### config.mk
export PLATFORM = sky130hd
export DESIGN_NAME = seq_pulse_gen
export DESIGN_NICKNAME = d
export VERILOG_FILES = /design/src/rtl/seq_pulse_pkg.sv /design/src/rtl/seq_rst_sync.sv /design/src/rtl/seq_line1_tracker.sv /design/src/rtl/seq_coinc.sv /design/src/rtl/seq_pulse_ctrl.sv /design/src/rtl/seq_pulse_gen.sv
export SDC_FILE = /design/constraint.sdc
export NUM_CORES = 1
export LEC_CHECK = 0
export BUFFER_PORTS_ARGS = -buffer_cell sky130_fd_sc_hd__buf_2
export CAP_MARGIN = 20
export CORE_MARGIN = 5
export CORE_UTILIZATION = 39
export CTS_CLUSTER_SIZE = 16
export DETAILED_ROUTE_END_ITERATION = 12
export PLACE_DENSITY = 0.58
export SYNTH_ARGS = -nofsm -noshare
export SYNTH_HDL_FRONTEND = slang
export SYNTH_SLANG_ARGS = --single-unit
### constraint.sdc
create_clock -name clk -period 0.8 [get_ports clk]
set_input_delay 0.08 -clock clk [delete_from_list [all_inputs] [get_ports clk]]
set_output_delay 0.08 -clock clk [all_outputs]
set_load 0.01 [all_outputs]
### src/rtl/seq_pulse_pkg.sv
package seq_pulse_pkg;
  typedef enum logic {
    MK_IDLE   = 1'b0,
    MK_ACTIVE = 1'b1
  } mk_state_t;

  localparam int unsigned NUM_STREAMS = 2;
endpackage

### src/rtl/seq_rst_sync.sv
module seq_rst_sync (
  input  logic clk,
  input  logic rst_n,
  output logic rst_sync_n
);
  logic [1:0] stage_q;

  always_ff @(posedge clk or negedge rst_n) begin
    if (!rst_n) stage_q <= 2'b00;
    else        stage_q <= {stage_q[0], 1'b1};
  end

  assign rst_sync_n = stage_q[1];
endmodule

### src/rtl/seq_line1_tracker.sv
// Remembers one stream's first-line strobe for WIN cycles after it occurs.
module seq_line1_tracker #(
  parameter int WIN = 4
) (
  input  logic clk,
  input  logic rst_n,
  input  logic clr,
  input  logic strobe_i,
  input  logic consume_i,
  output logic recent_o
);
  localparam int CW = (WIN < 2) ? 1 : $clog2(WIN + 1);
  localparam logic [CW-1:0] AGE_LAST = CW'(WIN);
  localparam logic [CW-1:0] AGE_ONE  = CW'(1);

  logic          pend_q, pend_d;
  logic [CW-1:0] age_q, age_d;
  logic          en;

  always_comb begin
    pend_d = pend_q;
    age_d  = age_q;
    if (clr || consume_i) begin
      pend_d = 1'b0;
      age_d  = '0;
    end else if (strobe_i) begin
      pend_d = 1'b1;
      age_d  = AGE_ONE;
    end else if (pend_q) begin
      if (age_q == AGE_LAST) pend_d = 1'b0;
      else                   age_d  = age_q + AGE_ONE;
    end
  end

  assign en = clr || consume_i || strobe_i || pend_q;

  always_ff @(posedge clk or negedge rst_n) begin
    if (!rst_n) begin
      pend_q <= 1'b0;
      age_q  <= '0;
    end else if (en) begin
      pend_q <= pend_d;
      age_q  <= age_d;
    end
  end

  assign recent_o = pend_q;
endmodule

### src/rtl/seq_coinc.sv
// Flags a coincidence of the two first-line strobes within WIN cycles.
module seq_coinc
  import seq_pulse_pkg::*;
#(
  parameter int WIN = 4
) (
  input  logic                   clk,
  input  logic                   rst_n,
  input  logic                   clr,
  input  logic [NUM_STREAMS-1:0] line1_i,
  output logic                   coinc_o
);
  logic [NUM_STREAMS-1:0] recent;

  generate
    if (WIN > 0) begin : g_window
      for (genvar s = 0; s < NUM_STREAMS; s++) begin : g_trk
        seq_line1_tracker #(.WIN(WIN)) u_trk (
          .clk       (clk),
          .rst_n     (rst_n),
          .clr       (clr),
          .strobe_i  (line1_i[s]),
          .consume_i (coinc_o),
          .recent_o  (recent[s])
        );
      end
    end else begin : g_exact
      assign recent = '0;
    end
  endgenerate

  assign coinc_o = !clr &&
                   ((line1_i[0] && (line1_i[1] || recent[1])) ||
                    (line1_i[1] && recent[0]));
endmodule

### src/rtl/seq_pulse_ctrl.sv
// Holds the marker from a coincidence to the next field strobe of the faster stream.
module seq_pulse_ctrl
  import seq_pulse_pkg::*;
(
  input  logic                   clk,
  input  logic                   rst_n,
  input  logic                   clr,
  input  logic                   start_i,
  input  logic [NUM_STREAMS-1:0] field_i,
  input  logic                   fast_sel_i,
  output logic                   pulse_o
);
  mk_state_t st_q, st_d;
  logic      sel_q, sel_d;
  logic      sel_en;

  always_comb begin
    st_d   = st_q;
    sel_d  = sel_q;
    sel_en = 1'b0;
    if (clr) begin
      st_d = MK_IDLE;
    end else begin
      unique case (st_q)
        MK_IDLE: if (start_i) begin
          st_d   = MK_ACTIVE;
          sel_d  = fast_sel_i;
          sel_en = 1'b1;
        end
        MK_ACTIVE: if (field_i[sel_q]) st_d = MK_IDLE;
        default: st_d = MK_IDLE;
      endcase
    end
  end

  always_ff @(posedge clk or negedge rst_n) begin
    if (!rst_n) st_q <= MK_IDLE;
    else        st_q <= st_d;
  end

  always_ff @(posedge clk or negedge rst_n) begin
    if (!rst_n)      sel_q <= 1'b0;
    else if (sel_en) sel_q <= sel_d;
  end

  assign pulse_o = (st_q == MK_ACTIVE);
endmodule

### src/rtl/seq_pulse_gen.sv
module seq_pulse_gen
  import seq_pulse_pkg::*;
#(
  parameter int WIN = 4
) (
  input  logic clk,
  input  logic rst_n,
  input  logic clr,
  input  logic a_line1,
  input  logic a_field,
  input  logic b_line1,
  input  logic b_field,
  input  logic fast_sel,
  output logic seq_pulse
);
  logic                   rst_sync_n;
  logic                   coinc;
  logic [NUM_STREAMS-1:0] line1;
  logic [NUM_STREAMS-1:0] field;

  assign line1 = {b_line1, a_line1};
  assign field = {b_field, a_field};

  seq_rst_sync u_rst (
    .clk        (clk),
    .rst_n      (rst_n),
    .rst_sync_n (rst_sync_n)
  );

  seq_coinc #(.WIN(WIN)) u_coinc (
    .clk     (clk),
    .rst_n   (rst_sync_n),
    .clr     (clr),
    .line1_i (line1),
    .coinc_o (coinc)
  );

  seq_pulse_ctrl u_ctrl (
    .clk        (clk),
    .rst_n      (rst_sync_n),
    .clr        (clr),
    .start_i    (coinc),
    .field_i    (field),
    .fast_sel_i (fast_sel),
    .pulse_o    (seq_pulse)
  );
endmodule

==> reports/metrics.yaml, run 1 <==
outcome: "complete, but fails checks"
violations: "setup timing"
end_kind: "register"
total_power_mw: 1.38
worst_skew_pair.late_latency_ns: 0.27
worst_clock_skew_ns: 0.00770
num_rows: 14
gr-max-usage-layer: "met2"
category_of_the_worst_setup_path_launch_point: "register"
io_buffer_count: 8
grt_use_met3_pct: 1.81
fraction_of_synthesized_cell_area_taken_by_the_top_area_cell_type_pct: 49.3
final_area_um2: 921
hold_path_class: "input port to register"
grt_use_total_pct: 10.9
hold_ws_ns: 0.0433
post_drt_via_cell_ratio: 5.02
placed_cell_area_um2: 768
worst-endpoint-required_ns: 0.96
cts_buffers: 3
cts_buffer_depth: 2
layout-drive-gt1-share_pct: 55.7
finalSetupViolCount: 11
min_from: "fast_sel"
rr_worst_depth: 5
place_ws_ns: -0.395
ant_nets: 0
grt_pass1_vias: 492
worst-r2r-setup-slack_ns: -0.36
vias: 477
commonest_register_cell_after_synthesis: "sky130_fd_sc_hd__dfrtp_1"
dieArea_mm2: 0.00245
floorplan.initialDensity_pct: 40.9
post-synth-top-count-cell: "sky130_fd_sc_hd__dfrtp_1"
drt_pre_antenna_iters: 4
hold_path_end: "u_ctrl.sel_q"
report.final.slew_viol_count: 0
min_period_ns: 1.16
synth-seq-cells: 12
drc: 0
worstReg2RegEnd: "u_coinc.g_window.g_trk[0].u_trk.age_q[1]"
synth.yosys.seq_area_share_pct: 49.3
pwr_density_cell_mw_per_mm2: 1500
globalRouteMet2Util_pct: 16.1
grt_overflow: 0
count_of_non_filler_cells_in_the_finished_layout: 95
top_level_ports: 9
place.detailed.hpwl_um: 867
clock-sinks: 12
synthesized_netlist_net_count: 66
worst_slack_ns: -0.358
antenna-diode-count: 0
synth-edff-count: 0
worst_ep_arrival_time_ns: 1.32
place_inst: 90
async_flop_share_pct: 100
die_height_um: 49.5
clkSlewWorstSetupHoldPaths_ns: 0.07
htreeDepth: 1
synth.area.top_cells: "sky130_fd_sc_hd__dfrtp_1 49%, sky130_fd_sc_hd__ha_1 8.2%, sky130_fd_sc_hd__a21boi_4 6.2%"
syn-mean-instance-area_um2: 11.3
synth.lib_cells_used.distinct: 19
leakage_power_nw: 0.418
die_width_um: 49.5
synthesis.area_um2: 609
final_cycle_utilization_of_the_critical_path_pct: 145
vdd.ir_drop.worst_mv: 1.02
synth_top_cells_by_count: "12 x sky130_fd_sc_hd__dfrtp_1, 7 x sky130_fd_sc_hd__inv_1, 6 x sky130_fd_sc_hd__nor2_1"
ctsRootBufferMaster: "sky130_fd_sc_hd__clkbuf_4"
syn_to_final_growth_pct: 51.1
maxCapViolations: 0
path_class: "register to register"
globalplace.congestion: 0.737
syn-instance-count: 54
largest_fanout_of_any_net_on_the_critical_path: 3
routed_wirelength_um: 1150
drt-wirelength-per-cell_um: 12.1
netlist.top_cell.by_area: "sky130_fd_sc_hd__dfrtp_1"
grt_start_max_net_pins: 11
hold-path-cell-count: 2
global_route_wire_length_before_repair_um: 2080
antenna_found_initial: 0
placeableCoreArea_mm2: 0.00149
rr_startpoint: "u_coinc.g_window.g_trk[0].u_trk.age_q[0]"
globalRouteMet1Util_pct: 14.8
num-fill-cells: 120
achievable-frequency_mhz: 863
grt_setup_unrepaired: "yes"
first_iter_violations: 3
design.final.nets: 93
clock_tree_from_tritoncts: "yes"
finalHoldViolCount: 0
ys_warn_count: 0
## where the power goes
part | internal [mW] | total (mW) | switching [mW] | leakage [nW]
clock | 0.174 | 0.369 | 0.194 | 0.0138
sequential | 0.647 | 0.689 | 0.0420 | 0.156
combinational | 0.194 | 0.324 | 0.131 | 0.248
total | 1.01 | 1.38 | 0.367 | 0.418
## registers in the layout (all words and copies together) (netlist names)
signal	cells
u_coinc.g_window.g_trk.u_trk.age_q	6
u_coinc.g_window.g_trk.u_trk.recent_o	2
u_rst.stage_q	2
u_ctrl.sel_q	1
u_ctrl.pulse_o	1
## layer usage
metal,share of wire (%),vias to the layer above
met5,0,-
met4,2.0,0
met3,4.5,4
met2,49,12
met1,45,226
li1,-,235
## worst max-delay path: stages (launching register included)
cell and delay (ns):
sky130_fd_sc_hd__dfrtp_1 0.39, sky130_fd_sc_hd__inv_2 0.06, sky130_fd_sc_hd__ha_4 0.16, sky130_fd_sc_hd__a21boi_4 0.19, sky130_fd_sc_hd__mux2i_1 0.20, sky130_fd_sc_hd__nor2_1 0.05
## how the worst max path moves through the flow
stage	from	endpoint	slack (ns)	cells after the start
after floorplan	u_ctrl.pulse_o	u_ctrl.sel_q	-0.38	2
after global placement	u_ctrl.pulse_o	u_ctrl.sel_q	-0.39	2
after detailed placement	u_ctrl.pulse_o	u_ctrl.sel_q	-0.39	2
after CTS	u_coinc.g_window.g_trk[0].u_trk.age_q[0]	u_coinc.g_window.g_trk[0].u_trk.age_q[1]	-0.37	5
after global routing	u_coinc.g_window.g_trk[0].u_trk.age_q[0]	u_coinc.g_window.g_trk[0].u_trk.age_q[1]	-0.42	5
final	u_coinc.g_window.g_trk[0].u_trk.age_q[0]	u_coinc.g_window.g_trk[0].u_trk.age_q[1]	-0.36	5
## layout by cell type (no fill, tap or decap)
master,n
sky130_fd_sc_hd__and4b_1,1
sky130_fd_sc_hd__xnor2_2,1
sky130_fd_sc_hd__mux2_4,1
sky130_fd_sc_hd__buf_4,8
sky130_fd_sc_hd__mux2i_1,3
sky130_fd_sc_hd__a21oi_4,1
sky130_fd_sc_hd__a211oi_1,1
sky130_fd_sc_hd__xnor2_1,1
sky130_fd_sc_hd__nand2_1,2
sky130_fd_sc_hd__inv_1,4
sky130_fd_sc_hd__a21boi_4,2
sky130_fd_sc_hd__nor4_4,1
sky130_fd_sc_hd__nor3_2,2
sky130_fd_sc_hd__nor2_1,4
sky130_fd_sc_hd__nor3_1,2
sky130_fd_sc_hd__ha_4,4
sky130_fd_sc_hd__buf_6,6
sky130_fd_sc_hd__buf_2,7
sky130_fd_sc_hd__a211oi_2,1
sky130_fd_sc_hd__a21oi_1,2
sky130_fd_sc_hd__a31o_2,1
sky130_fd_sc_hd__inv_2,3
sky130_fd_sc_hd__conb_1,1
sky130_fd_sc_hd__clkbuf_4,3
sky130_fd_sc_hd__nand3_1,1
sky130_fd_sc_hd__dfrtp_1,12
sky130_fd_sc_hd__and4b_2,1
sky130_fd_sc_hd__nor2_2,2
sky130_fd_sc_hd__dlygate4sd3_1,1
## metrics by stage
step	setup TNS, ns	util [%]
finish	-3.16	61.8
global route	-3.77	61.8
CTS	-3.28	61.2
detailed placement	-3.10	51.6
global placement	-3.09	51.6
floorplan	-2.60	-
## logic make-up (layout without fill, tap and decap cells)
logic type | after synthesis | after routing | synth area share (%)
other | 1 | 1 | 0.615
adder cells (fa/ha/maj) | 4 | 4 | 8.21
flip-flops | 12 | 12 | 49.3
buffers and inverters | 7 | 32 | 4.31
XOR/XNOR | 2 | 2 | 2.88
multiplexers | 4 | 4 | 6.78
AND/OR/NAND/NOR | 16 | 16 | 14.6
AO/OA/AOI/OAI | 8 | 8 | 13.3
## timing repair
action	in CTS	in global routing
resized for setup	18	6
setup buffers	2	0
setup endpoints to repair	11	11
hold buffers	1	0
pin swaps	5	2
endpoints found under the hold margin	2	0
## cell type report
cell class	instances	area, µm²	share of cell area, %
clock buffers	3	22.5	2.45
well taps	16	20.0	2.17
multi-input cells	35	379	41.2
inverters	7	26.3	2.85
repair buffers	22	173	18.8
flip-flops and latches	12	300	32.6
(Power assumes the default switching activity.)
==> run 2, diff against run 1 <==
- CORE_UTILIZATION: 39 -> 30
- PLACE_DENSITY: 0.58 -> 0.47
==> run 2 against run 1 <==
  * The flow still finishes with violations (setup timing)
  * Utilization down 13 points
  * Via count is 2.9% higher
  * Maximum frequency decreased by 1.0%
  * Flip-flop and latch count is the same
  * Combinational power is 2% higher
  * Hold slack gained 0.0031 ns
  * Critical path depth shrank 3
  * Routed wire length increased by 5.1%
  * Critical endpoint is now u_ctrl.sel_q
  * Highest routed layer unchanged
==> reports/metrics.yaml, run 2 (same netlist as run 1, synthesis figures left out) <==
first_iter_violations: 3  # unchanged
drt-wirelength-per-cell_um: 10.9  # -10%
layout.cells.most_common_list: "16 x sky130_fd_sc_hd__buf_4, 12 x sky130_fd_sc_hd__dfrtp_1, 7 x sky130_fd_sc_hd__buf_2"
worst_slack_ns: -0.370  # -0.0120 ns
slowest_stage: "sky130_fd_sc_hd__dfrtp_1"
vias: 491  # +2.9%
critical_path.cell_chain: "nor4_4, mux2_4"
total_power_mw: 1.37  # -1.2%
maxCapViolations: 0  # unchanged
globalRouteMet1Util_pct: 12.2  # -2.6 points
drc: 0  # unchanged
cts_buffers: 3  # unchanged
syn_to_final_growth_pct: 54.4
min_from: "fast_sel"
rr_worst_depth: 2  # -3
min_period_ns: 1.17  # +0.0120 ns
place_ws_ns: -0.374  # +0.0207 ns
globalplace.congestion: 0.664  # -10%
worst_skew_pair.late_latency_ns: 0.26  # about the same
grt_setup_unrepaired: "yes"
io_buffer_count: 8  # unchanged
floorplan.initialDensity_pct: 31.4  # -9.5 points
num-fill-cells: 181  # +51%
final_core_util_pct: 48.5  # -13 points
end_kind: "register"
ant_nets: 0  # unchanged
top_level_ports: 9  # unchanged
place.detailed.hpwl_um: 925  # +6.7%
path_class: "register to register"
dieArea_mm2: 0.00303  # +24%
achievable-frequency_mhz: 855  # -1.0%
drt_pre_antenna_iters: 4  # unchanged
pwr_density_cell_mw_per_mm2: 1450  # -3.3%
largest_fanout_of_any_net_on_the_critical_path: 2  # -1
crit_buf_inv: 0  # -1
fin_setup_tns_ns: -3.31  # -0.157 ns
post_drt_via_cell_ratio: 4.42  # -12%
seq_area_um2: 300  # unchanged
leakage_power_nw: 0.436  # +4.2%
worstReg2RegEnd: "u_ctrl.sel_q"
worst-endpoint-required_ns: 0.95  # about the same
outcome: "complete, but fails checks"
routed_wirelength_um: 1210  # +5.1%
cp_top_family: "flip-flops"
grt_use_total_pct: 10.0  # -0.88 points
clkSlewWorstSetupHoldPaths_ns: 0.07  # about the same
hold_path_end: "u_ctrl.sel_q"
antenna_found_initial: 0  # unchanged
multi_input_area_um2: 359  # -5.3%
place_inst: 106  # +18%
design.final.nets: 98  # +5.4%
cts_buffer_depth: 2  # unchanged
final_cycle_utilization_of_the_critical_path_pct: 146  # +1.5 points
worst_ep_arrival_time_ns: 1.32  # about the same
global_route_wire_length_before_repair_um: 2150  # +3.0%
die_width_um: 55.1  # +11%
num_rows: 16  # +2
gr-max-usage-layer: "met2"
htreeDepth: 1  # unchanged
ctsRootBufferMaster: "sky130_fd_sc_hd__clkbuf_4"
report.final.slew_viol_count: 0  # unchanged
worst_clock_skew_ns: 0.00273  # -0.00497 ns
globalRouteMet2Util_pct: 16.3  # +0.24 points
grt_use_met3_pct: 1.88  # +0.069 points
grt_overflow: 0  # unchanged
die_height_um: 55.1  # +11%
worst-r2r-setup-slack_ns: -0.37  # about the same
final_common_cell: "sky130_fd_sc_hd__buf_4"
placeableCoreArea_mm2: 0.00194  # +30%
finalSetupViolCount: 11  # unchanged
finalHoldViolCount: 0  # unchanged
count_of_non_filler_cells_in_the_finished_layout: 111  # +17%
violations: "setup timing"
final_area_um2: 941  # +2.2%
grt_pass1_vias: 529  # +7.5%
number_of_flip_flops_in_the_largest_register: 6  # unchanged
layout-drive-gt1-share_pct: 54.8  # -0.93 points
grt_start_max_net_pins: 7  # -4
critical_path.max_stage_delay_ns: 0.42  # +0.03 ns
hold_path_class: "input port to register"
placed_cell_area_um2: 820  # +6.7%
top_register: "u_coinc.g_window.g_trk.u_trk.age_q"
category_of_the_worst_setup_path_launch_point: "register"
clock_tree_from_tritoncts: "yes"
hold_ws_ns: 0.0463  # +0.00307 ns
rr_startpoint: "u_ctrl.pulse_o"
hold-path-cell-count: 2  # unchanged
clock-sinks: 12  # unchanged
vdd.ir_drop.worst_mv: 0.828  # -19%
antenna-diode-count: 0  # unchanged
==> run 2: per-layer routing <==
layer	vias up	part of all wire, %
li1	245	-
met1	233	46
met2	11	46
met3	2	6.6
met4	0	1.4
met5	-	0
==> run 2: area by class of cell <==
class                           count  share of cell area [%]
Multi-Input combinational cell     35                    38.2
Timing Repair Buffer               27                    21.1
Inverter                            7                    2.79
Tap cell                           27                    3.59
Sequential cell                    12                    31.9
Clock buffer                        3                    2.39
==> run 2: timing repair <==
item / CTS / global route
gates resized for setup: 9 / 7
hold buffers: 1 / 0
hold endpoints to repair: 2 / 0
pin swaps: 5 / 2
setup buffers: 2 / 0
endpoints found under the setup margin: 11 / 11
==> run 2: worst max path at each step <==
stage / from / end / cells after the start
6_report: u_ctrl.pulse_o / u_ctrl.sel_q / 2
5_1_grt: u_coinc.g_window.g_trk[1].u_trk.age_q[0] / u_coinc.g_window.g_trk[1].u_trk.age_q[0] / 5
4_1_cts: u_ctrl.pulse_o / u_ctrl.sel_q / 2
3_5_place_dp: u_ctrl.pulse_o / u_ctrl.sel_q / 2
3_3_place_gp: u_ctrl.pulse_o / u_ctrl.sel_q / 2
2_1_floorplan: u_ctrl.pulse_o / u_ctrl.sel_q / 2
==> run 2: power breakdown <==
| group | leakage [nW] | switching (mW) | internal, mW |
|---|---|---|---|
| Combinational | 0.265 | 0.137 | 0.194 |
| Sequential | 0.156 | 0.0317 | 0.647 |
| Clock | 0.0138 | 0.182 | 0.174 |
==> run 3, diff against run 2 <==
- CORE_ASPECT_RATIO: unset -> 1.4
==> run 3 against run 2 <==
  * The run still ends with setup timing left
  * Count of clock-buffer cells in the layout rose by 1
  * First-iteration DRC count did not move
  * Via count rose by 0.20%
  * Routed wire length rose by 15%
  * Critical path depth rose by 3
  * Sequential share of layout area fell by 0.75 points
  * Global-route usage rose by 0.44 points
==> reports/metrics.yaml, run 3 (same netlist as run 1, synthesis figures left out) <==
layout-drive-gt1-share_pct: 56.6  # +1.9 points
place_inst: 97  # -8.5%
top_register: "u_coinc.g_window.g_trk.u_trk.age_q"
grt_use_met3_pct: 2.28  # +0.40 points
gr-max-usage-layer: "met2"
number_of_flip_flops_in_the_largest_register: 6  # unchanged
comb_power_share_pct: 23.4  # -0.8 points
grt_overflow: 0  # unchanged
worst_clock_skew_ns: 0.00374  # +0.00101 ns
htreeDepth: 1  # unchanged
grt_use_total_pct: 10.5  # +0.44 points
final_cycle_utilization_of_the_critical_path_pct: 148  # +2.2 points
report.final.slew_viol_count: 0  # unchanged
end_kind: "register"
io_buffer_count: 8  # unchanged
hold_ws_ns: 0.0454  # -0.000900 ns
maxCapViolations: 0  # unchanged
share_seq_of_total_power_pct: 44.6  # -5.1 points
clockPowerShare_pct: 31.9  # +5.8 points
path_class: "register to register"
post_drt_via_cell_ratio: 4.73  # +6.9%
min_period_ns: 1.19  # +0.0177 ns
layout.cells.most_common_list: "13 x sky130_fd_sc_hd__buf_4, 12 x sky130_fd_sc_hd__dfrtp_1, 7 x sky130_fd_sc_hd__buf_2"
leakage_power_nw: 0.440  # +1.0%
switching_share_pct: 25.9  # +0.16 points
critical_path.cell_chain: "inv_2, ha_4, a21boi_4, mux2i_1, nor2_1"
clock_tree_from_tritoncts: "yes"
num_rows: 19  # +3
die_width_um: 48.1  # -13%
dieArea_mm2: 0.00305  # +0.43%
drt-wirelength-per-cell_um: 13.3  # +22%
place.detailed.hpwl_um: 985  # +6.5%
finalHoldViolCount: 0  # unchanged
globalRouteMet1Util_pct: 13.3  # +1.1 points
count_of_non_filler_cells_in_the_finished_layout: 104  # -6.3%
crit_buf_inv: 1  # +1
achievable-frequency_mhz: 842  # -1.5%
finalSetupViolCount: 11  # unchanged
ant_nets: 0  # unchanged
multi_input_area_um2: 387  # +7.7%
worst_skew_pair.late_latency_ns: 0.27  # about the same
worst_slack_ns: -0.388  # -0.0177 ns
cts_buffer_depth: 2  # unchanged
vias: 492  # +0.20%
die_height_um: 63.3  # +15%
place_ws_ns: -0.391  # -0.0166 ns
design.final.nets: 96  # -2.0%
globalRouteMet2Util_pct: 16.1  # -0.28 points
category_of_the_worst_setup_path_launch_point: "register"
critical_path.max_stage_delay_ns: 0.40  # -0.02 ns
drc: 0  # unchanged
cts_buffers: 3  # unchanged
syn_to_final_growth_pct: 58.1
largest_fanout_of_any_net_on_the_critical_path: 3  # +1
vdd.ir_drop.worst_mv: 1.46  # +76%
cell_internal_pwr_mw: 1.13  # +11%
grt_start_max_net_pins: 8  # +1
switchingPower_uw: 393  # +12%
drt_pre_antenna_iters: 2  # -2
violations: "setup timing"
grt_pass1_vias: 525  # -0.76%
clock-sinks: 12  # unchanged
routed_wirelength_um: 1380  # +15%
antenna_found_initial: 0  # unchanged
pwr_density_cell_mw_per_mm2: 1580  # +8.8%
hold_path_class: "input port to register"
clkSlewWorstSetupHoldPaths_ns: 0.08  # about the same
slowest_stage: "sky130_fd_sc_hd__dfrtp_1"
first_iter_violations: 3  # unchanged
cp_top_family: "flip-flops"
global_route_wire_length_before_repair_um: 2310  # +7.7%
placeableCoreArea_mm2: 0.00195  # +0.39%
floorplan.initialDensity_pct: 31.3  # -0.12 points
worst_ep_arrival_time_ns: 1.35  # +0.03 ns
antenna-diode-count: 0  # unchanged
num-fill-cells: 197  # +8.8%
ctsRootBufferMaster: "sky130_fd_sc_hd__clkbuf_4"
top_level_ports: 9  # unchanged
seq_area_um2: 300  # unchanged
grt_setup_unrepaired: "yes"
outcome: "complete, but fails checks"
final_common_cell: "sky130_fd_sc_hd__buf_4"
worst-endpoint-required_ns: 0.96  # about the same
globalplace.congestion: 0.753  # +13%
## run 3: changes by cell type in the layout (fill, tap and decap cells not counted)
| cell | change |
|---|---|
| sky130_fd_sc_hd__nor2_4 | +1 |
| sky130_fd_sc_hd__a211oi_1 | -1 |
| sky130_fd_sc_hd__nor2_2 | -1 |
| sky130_fd_sc_hd__buf_4 | -3 |
| sky130_fd_sc_hd__ha_4 | +1 |
| sky130_fd_sc_hd__clkbuf_8 | +1 |
| sky130_fd_sc_hd__buf_6 | +1 |
| sky130_fd_sc_hd__ha_2 | -1 |
| sky130_fd_sc_hd__xnor2_2 | +1 |
| sky130_fd_sc_hd__xnor2_1 | -1 |
| sky130_fd_sc_hd__a211oi_2 | +1 |
## run 3: power groups by stage
stage          clock network [mW]  registers (mW)  logic, mW
2_1_floorplan                   0           0.694      0.134
3_3_place_gp                    0           0.682      0.264
3_5_place_dp                    0           0.683      0.268
4_1_cts                     0.496           0.677      0.321
5_1_grt                     0.526           0.686      0.393
6_report                    0.486           0.679      0.356
## run 3: worst paths after layout
kind                       slack [ns]                                startpoint                                       end  cells after the start
min                              0.05                                  fast_sel                              u_ctrl.sel_q                      2
min reg2reg                      0.16                          u_rst.stage_q[1]  u_coinc.g_window.g_trk[1].u_trk.age_q[0]                      1
max                             -0.39  u_coinc.g_window.g_trk[0].u_trk.age_q[0]  u_coinc.g_window.g_trk[0].u_trk.age_q[1]                      5
max reg2reg                     -0.39  u_coinc.g_window.g_trk[0].u_trk.age_q[0]  u_coinc.g_window.g_trk[0].u_trk.age_q[1]                      5
min in group asynchronous        0.12                                     rst_n                          u_rst.stage_q[0]                      2
max in group asynchronous        0.53                          u_rst.stage_q[1]                              u_ctrl.sel_q                      1
## run 3: per-stage QoR
| step | cell area [µm²] | TNS, ns | total power [mW] | util (%) |
|---|---|---|---|---|
| after floorplan | 618 | -2.60 | 0.829 | - |
| after global placement | 790 | -3.20 | 0.946 | 40.5 |
| after detailed placement | 790 | -3.35 | 0.951 | 40.5 |
| after CTS | 910 | -3.61 | 1.49 | 46.7 |
| after global routing | 963 | -4.16 | 1.60 | 49.4 |
| final | 963 | -3.44 | 1.52 | 49.4 |
## run 3: final cells by class
| class | count | area share, % |
|---|---|---|
| tap | 21 | 2.73 |
| clock buffer | 4 | 3.77 |
| sequential | 12 | 31.2 |
| inverter | 7 | 2.73 |
| multi-input combinational | 35 | 40.1 |
| timing repair buffer | 25 | 19.5 |
## run 3: per-layer routing
layer  vias to the layer above  share of wire (%)
met4                         0               0.58
met1                       241                 39
met2                         6                 56
met3                         2                3.8
li1                        243                  -
met5                         -                  0
## run 3: repair_timing
action	in CTS	in global routing
setup endpoints to repair	11	11
endpoints found under the hold margin	2	0
gates resized for setup	14	8
pin swaps	5	7
buffers inserted	0	3
hold buffers	1	0
